## src/rtl/irq_pin_service_pkg.sv

```systemverilog
package irq_pin_service_pkg;

    typedef struct packed {
        logic prev;    // pin level at the previous edge
        logic req;     // pending request
        logic remote;  // level delivery awaiting EOI
    } pin_st_t;

    localparam pin_st_t PIN_ST_RESET = '{prev: 1'b0, req: 1'b0, remote: 1'b0};

endpackage

```

## src/rtl/ips_pin_ctl.sv

```systemverilog
module ips_pin_ctl
    import irq_pin_service_pkg::*;
(
    input  logic clk,
    input  logic rst_n,
    input  logic pin_lvl,
    input  logic level,
    input  logic mask,
    input  logic sel,
    input  logic accept,
    input  logic eoi_rearm,
    input  logic wr_hit,
    output logic ready,
    output logic remote_o
);

    pin_st_t st_d, st_q;

    always_comb begin
        st_d      = st_q;
        st_d.prev = pin_lvl;
        if (!pin_lvl) begin
            st_d.req = 1'b0;
        end else if (level) begin
            st_d.req = 1'b1;
        end else begin
            st_d.req = (st_q.req & ~sel) | ~st_q.prev;
        end
        if (level && sel && accept) begin
            st_d.remote = 1'b1;
        end else if (eoi_rearm || wr_hit) begin
            st_d.remote = 1'b0;
        end
    end

    always_ff @(posedge clk) begin
        if (!rst_n) st_q <= PIN_ST_RESET;
        else        st_q <= st_d;
    end

    assign ready    = st_q.req & ~mask & ~(level & st_q.remote);
    assign remote_o = st_q.remote;

    // a low sample leaves no request behind
    a_r2_low_clears: assert property (@(posedge clk) disable iff (!rst_n)
        !pin_lvl |=> !st_q.req);
    // a level pin is never chosen while it awaits EOI
    a_r4_level_hold: assert property (@(posedge clk) disable iff (!rst_n)
        (sel && level) |-> !st_q.remote);
    // the picker never grants a masked pin
    a_r5_no_masked: assert property (@(posedge clk) disable iff (!rst_n)
        sel |-> !mask);
    // accepted level delivery arms remote-pending
    a_r6_accept_arms: assert property (@(posedge clk) disable iff (!rst_n)
        (sel && level && accept) |=> st_q.remote);
    // level EOI match clears remote-pending when no new delivery competes
    a_r7_eoi_clears: assert property (@(posedge clk) disable iff (!rst_n)
        (eoi_rearm && !sel) |=> !st_q.remote);
    // edge delivery with the pin held high leaves no request
    a_r3_edge_clear: assert property (@(posedge clk) disable iff (!rst_n)
        (sel && !level && pin_lvl && st_q.prev) |=> !st_q.req);

endmodule

```

## src/rtl/ips_prio_pick.sv

```systemverilog
module ips_prio_pick #(
    parameter int N     = 8,
    localparam int IW   = (N > 1) ? $clog2(N) : 1
) (
    input  logic [N-1:0]  req,
    output logic [N-1:0]  grant,
    output logic          any,
    output logic [IW-1:0] idx
);

    always_comb begin
        grant = '0;
        idx   = '0;
        for (int i = N - 1; i >= 0; i--) begin
            if (req[i]) begin
                grant    = '0;
                grant[i] = 1'b1;
                idx      = IW'(i);
            end
        end
    end

    assign any = |req;

endmodule

```

## src/rtl/irq_pin_service.sv

```systemverilog
module irq_pin_service #(
    parameter int NPINS  = 8,
    parameter int VEC_W  = 8,
    parameter int DEST_W = 8,
    parameter int DM_W   = 3,
    localparam int PIN_W = (NPINS > 1) ? $clog2(NPINS) : 1
) (
    input  logic                    clk,
    input  logic                    rst_n,
    input  logic [NPINS-1:0]        pin_lvl,
    input  logic [NPINS*VEC_W-1:0]  cfg_vector,
    input  logic [NPINS*DEST_W-1:0] cfg_dest,
    input  logic [NPINS*DM_W-1:0]   cfg_dmode,
    input  logic [NPINS-1:0]        cfg_logical,
    input  logic [NPINS-1:0]        cfg_level,
    input  logic [NPINS-1:0]        cfg_mask,
    input  logic                    cfg_wr,
    input  logic [PIN_W-1:0]        cfg_wr_pin,
    output logic                    dlv_valid,
    input  logic                    dlv_accept,
    output logic [PIN_W-1:0]        dlv_pin,
    output logic [VEC_W-1:0]        dlv_vector,
    output logic [DEST_W-1:0]       dlv_dest,
    output logic [DM_W-1:0]         dlv_dmode,
    output logic                    dlv_logical,
    output logic                    dlv_level,
    input  logic                    eoi_valid,
    input  logic [VEC_W-1:0]        eoi_vector,
    input  logic                    eoi_level,
    output logic [NPINS-1:0]        ack_pin
);

    logic [NPINS-1:0] ready, grant, remote;

    for (genvar g = 0; g < NPINS; g++) begin : g_pin
        logic vec_hit;
        assign vec_hit    = eoi_valid && (cfg_vector[g*VEC_W +: VEC_W] == eoi_vector);
        assign ack_pin[g] = vec_hit;

        ips_pin_ctl u_pin (
            .clk      (clk),
            .rst_n    (rst_n),
            .pin_lvl  (pin_lvl[g]),
            .level    (cfg_level[g]),
            .mask     (cfg_mask[g]),
            .sel      (grant[g]),
            .accept   (dlv_accept),
            .eoi_rearm(vec_hit && eoi_level),
            .wr_hit   (cfg_wr && (cfg_wr_pin == PIN_W'(g))),
            .ready    (ready[g]),
            .remote_o (remote[g])
        );
    end

    ips_prio_pick #(.N(NPINS)) u_pick (
        .req  (ready),
        .grant(grant),
        .any  (dlv_valid),
        .idx  (dlv_pin)
    );

    assign dlv_vector  = cfg_vector[dlv_pin*VEC_W +: VEC_W];
    assign dlv_dest    = cfg_dest[dlv_pin*DEST_W +: DEST_W];
    assign dlv_dmode   = cfg_dmode[dlv_pin*DM_W +: DM_W];
    assign dlv_logical = cfg_logical[dlv_pin];
    assign dlv_level   = cfg_level[dlv_pin];

    // at most one pin granted per cycle
    a_r10_one_grant: assert property (@(posedge clk) disable iff (!rst_n)
        $onehot0(grant));
    // no ready pin below the delivered one
    a_r10_lowest: assert property (@(posedge clk) disable iff (!rst_n)
        dlv_valid |-> ((ready & ((NPINS'(1) << dlv_pin) - NPINS'(1))) == '0));
    // edge EOI leaves remote flags alone when nothing else touches them
    a_r8_edge_eoi_keeps: assert property (@(posedge clk) disable iff (!rst_n)
        (eoi_valid && !eoi_level && !cfg_wr && !dlv_valid) |=> $stable(remote));
    // nothing is pending right after reset
    a_r1_reset_quiet: assert property (@(posedge clk)
        !rst_n |=> (remote == '0 && !dlv_valid));

endmodule

```

## config.mk

```make
export PLATFORM = sky130hd
export DESIGN_NAME = irq_pin_service
export DESIGN_NICKNAME = d
export VERILOG_FILES = /design/src/rtl/irq_pin_service_pkg.sv /design/src/rtl/ips_pin_ctl.sv /design/src/rtl/ips_prio_pick.sv /design/src/rtl/irq_pin_service.sv
export SDC_FILE = /design/constraint.sdc
export NUM_CORES = 1
export LEC_CHECK = 0
export BUFFER_PORTS_ARGS = -buffer_cell sky130_fd_sc_hd__clkbuf_2
export CORE_ASPECT_RATIO = 0.9
export CORE_MARGIN = 8
export CORE_UTILIZATION = 46
export CTS_CLUSTER_SIZE = 16
export DETAILED_ROUTE_END_ITERATION = 8
export PLACE_DENSITY = 0.88
export REMOVE_ABC_BUFFERS = 1
export SYNTH_ARGS = -nofsm -noshare
export SYNTH_HDL_FRONTEND = slang
export SYNTH_SLANG_ARGS = --single-unit
```

## constraint.sdc

```tcl
create_clock -name clk -period 5.32 [get_ports clk]
set_input_delay 1.33 -clock clk [delete_from_list [all_inputs] [get_ports clk]]
set_output_delay 1.33 -clock clk [all_outputs]
set_load 0.01 [all_outputs]
```

==> metrics.csv <==
metric,value,unit
antenna_cells,0,
slew_viol_final,0,
cts_buffers,3,
netlist_area,3450,um^2
core,7390,um^2
cts.sinks,24,
max_freq,199,MHz
vdd_drop_max,188,uV
yosysUniqueCellTypes,46,
synth.top_cell.area_share,28.2,%
netSwitchingFraction,34.9,%
mostFrequentLayoutCells,"clkbuf_2 (233), xnor2_1 (51), mux4_1 (37), nand2_1 (34), dfxtp_1 (24)",
hold_buffers,0,
grt_start_max_net_pins,42,
cp_data_arrival_time,3680,ps
pwr-share-seq,23.7,%
place_ws,352,ps
min_delay_path_depth,1,
crit_cells,8,
synthArstFlopShare,0,%
worstReg2RegStart,g_pin[3].u_pin.remote_o$_SDFFE_PN0P_,
synth.largest_area_cell,mux4_1,
gr-usage-all-layers,28.1,%
first_pass_iters,5,
endpoint_kind,primary output,
finalClockSkew,5.39,ps
path_clk_slew,90,ps
rr_endpoint,g_pin[7].u_pin.st_q[1]$_SDFF_PN0_,
boundaryPins,234,
num_vias,3956,
min_from,g_pin[6].u_pin.st_q[2]$_SDFF_PN0_,
path_buf_inv,3,
tns,0,ps
max_stage_delay,620,ps
wl,15500,um
combPwrFrac,55.7,%
crit_start,cfg_level[5],
htree_levels,1,
via_per_inst,6.03,
maxCapViolations,0,
rsz0062_at_grt,false,
yosysWarnings,0,
first_global_vias,4137,
fp.dieArea,10500,um^2
pwr-share-clk,20.6,%
avgRoutedWirePerCell,23.7,um
worstPathRequired,3990,ps
p_leak,0.00232,uW
grt_pass1_wl,23000,um
synthTopCellsByArea,"mux4_1 (28%), dfxtp_1 (14%), xnor2_1 (13%)",
clkLatencyLatePin,280,ps
timing.hold.ws,413,ps
routabilityCongestion,1.12,
nets,762,
post_cts.repair.setup_buffers,0,
io_buffers,233,
crit_end,dlv_vector[3],
antenna_left,0,
synthCells,348,
worst_slew_pin_slew,687,ps
cpLargestDelayFamily,multiplexers,
drt_iter0_drc,267,
floorplan.initialDensity,46.6,%
synth.avg_cell_area,9.91,um^2
power.internal,524,uW
ys_seq_area_share,13.9,%
hold_viol_final,0,
grt_antenna_before_repair,1,
r2r_cells,6,
rows,30,
setup_ws,306,ps
slew_headroom,54.0,%
r2r_slack,3370,ps
clock_path_buffers,2,
drc,0,
root_buffer,clkbuf_8,
status,"complete, no violations",
crit_top_cell,clkbuf_2,
hp-class,reg -> reg,
slowest_stage,mux4_1,
syn_to_final_growth,36.0,%
ys.flop_type,dfxtp_1,
grt_overflow_total,0,
p_switching,281,uW
mostFrequentLayoutCell,clkbuf_2,
min_period,5010,ps
cp_max_fo,40,
p_per_area,172,nW/um^2
dpl.hpwl,13400,um
synth_edf_count,0,
cp_cell_sequence,clkbuf_2 > a211oi_2 > nor2_1 > a21oi_4 > buf_12 > mux4_1 > mux2_2 > clkbuf_2,
finalSetupViolCount,0,
synth_seq_cells,24,
drive_gt1_share,48.8,%
fin_crit_sh,94.3,%
critPathLaunchType,primary input,
die_y,98.1,um
cts.repair.resized,0,
cts_tree,built,
die_x,107,um
critPathKind,in -> out,
## cells in the mapped netlist (all sizes together), types with 2 or more instances
| cell | n |
|---|---|
| mux2i | 4 |
| nor2b | 4 |
| nor2 | 3 |
| or2 | 3 |
| clkbuf | 10 |
| o311ai | 3 |
| buf | 22 |
| a21oi | 7 |
| nor3 | 11 |
| o21a | 3 |
| a41oi | 2 |
| nand4 | 9 |
| nand3b | 3 |
| a21boi | 3 |
| dfxtp | 24 |
| mux2 | 21 |
| a211oi | 2 |
| a31oi | 10 |
| nand3 | 8 |
| and3 | 5 |
| and2 | 3 |
| nand2b | 6 |
| mux4 | 40 |
| o21ai | 11 |
| nand2 | 34 |
| xnor2 | 51 |
| xor2 | 13 |
| nor4 | 4 |
| inv | 21 |
## final cells by class
type,count,area [um^2]
repair buffers,240,1240
well taps,96,120
fillers,654,2710
flip-flops and latches,24,480
clock buffers,3,41.3
clock inverters,1,30.0
inverters,21,78.8
multi-input cells,271,2690
## registers in the layout, indices dropped and copies added (netlist names)
register,flops
g_pin.u_pin.st_q,16
g_pin.u_pin.remote_o,8
## cells by family (layout without fill, tap and decap cells)
kind of cell	count (synthesis)	after routing	share of synthesized area, %
buffers and inverters	53	265	8.17
muxes	65	65	38.2
xor gates and xnor gates	64	64	16.3
AOI/OAI and AO/OA	47	47	9.18
DFF	24	24	13.9
and+or+nand+nor	95	95	14.3
## worst min-delay path by stage
stage                                         to  slack [ps]
2_1_floorplan  g_pin[0].u_pin.st_q[1]$_SDFF_PN0_         400
3_3_place_gp   g_pin[6].u_pin.st_q[1]$_SDFF_PN0_         400
3_5_place_dp   g_pin[6].u_pin.st_q[1]$_SDFF_PN0_         410
4_1_cts        g_pin[6].u_pin.st_q[1]$_SDFF_PN0_         420
5_1_grt        g_pin[6].u_pin.st_q[1]$_SDFF_PN0_         430
6_report       g_pin[6].u_pin.st_q[1]$_SDFF_PN0_         410
## per-stage QoR
stage | area (um^2) | cells | util (%) | total power (uW)
global route | 4690 | 656 | 63.4 | 840
detailed placement | 4620 | 652 | 62.4 | 638
global placement | 4620 | 652 | 62.4 | 625
CTS | 4690 | 656 | 63.4 | 802
floorplan | 3240 | 316 | - | 438
finish | 4690 | 656 | 63.4 | 805
## power groups by stage
| stage | clock network, uW | registers, uW | logic, uW |
|---|---|---|---|
| 2_1_floorplan | 0 | 194 | 244 |
| 3_3_place_gp | 0 | 194 | 430 |
| 3_5_place_dp | 0 | 195 | 443 |
| 4_1_cts | 166 | 191 | 445 |
| 5_1_grt | 172 | 191 | 477 |
| 6_report | 166 | 191 | 449 |
## per-layer routing
| metal | part of all wire [%] | GRT usage [%] | vias to the layer above |
|---|---|---|---|
| met5 | 0 | 0 | - |
| met4 | 4.8 | 11.8 | 0 |
| met3 | 10 | 7.31 | 59 |
| met2 | 50 | 49.1 | 293 |
| met1 | 35 | 31.2 | 1863 |
| li1 | - | - | 1741 |
(Power assumes the default switching activity.)
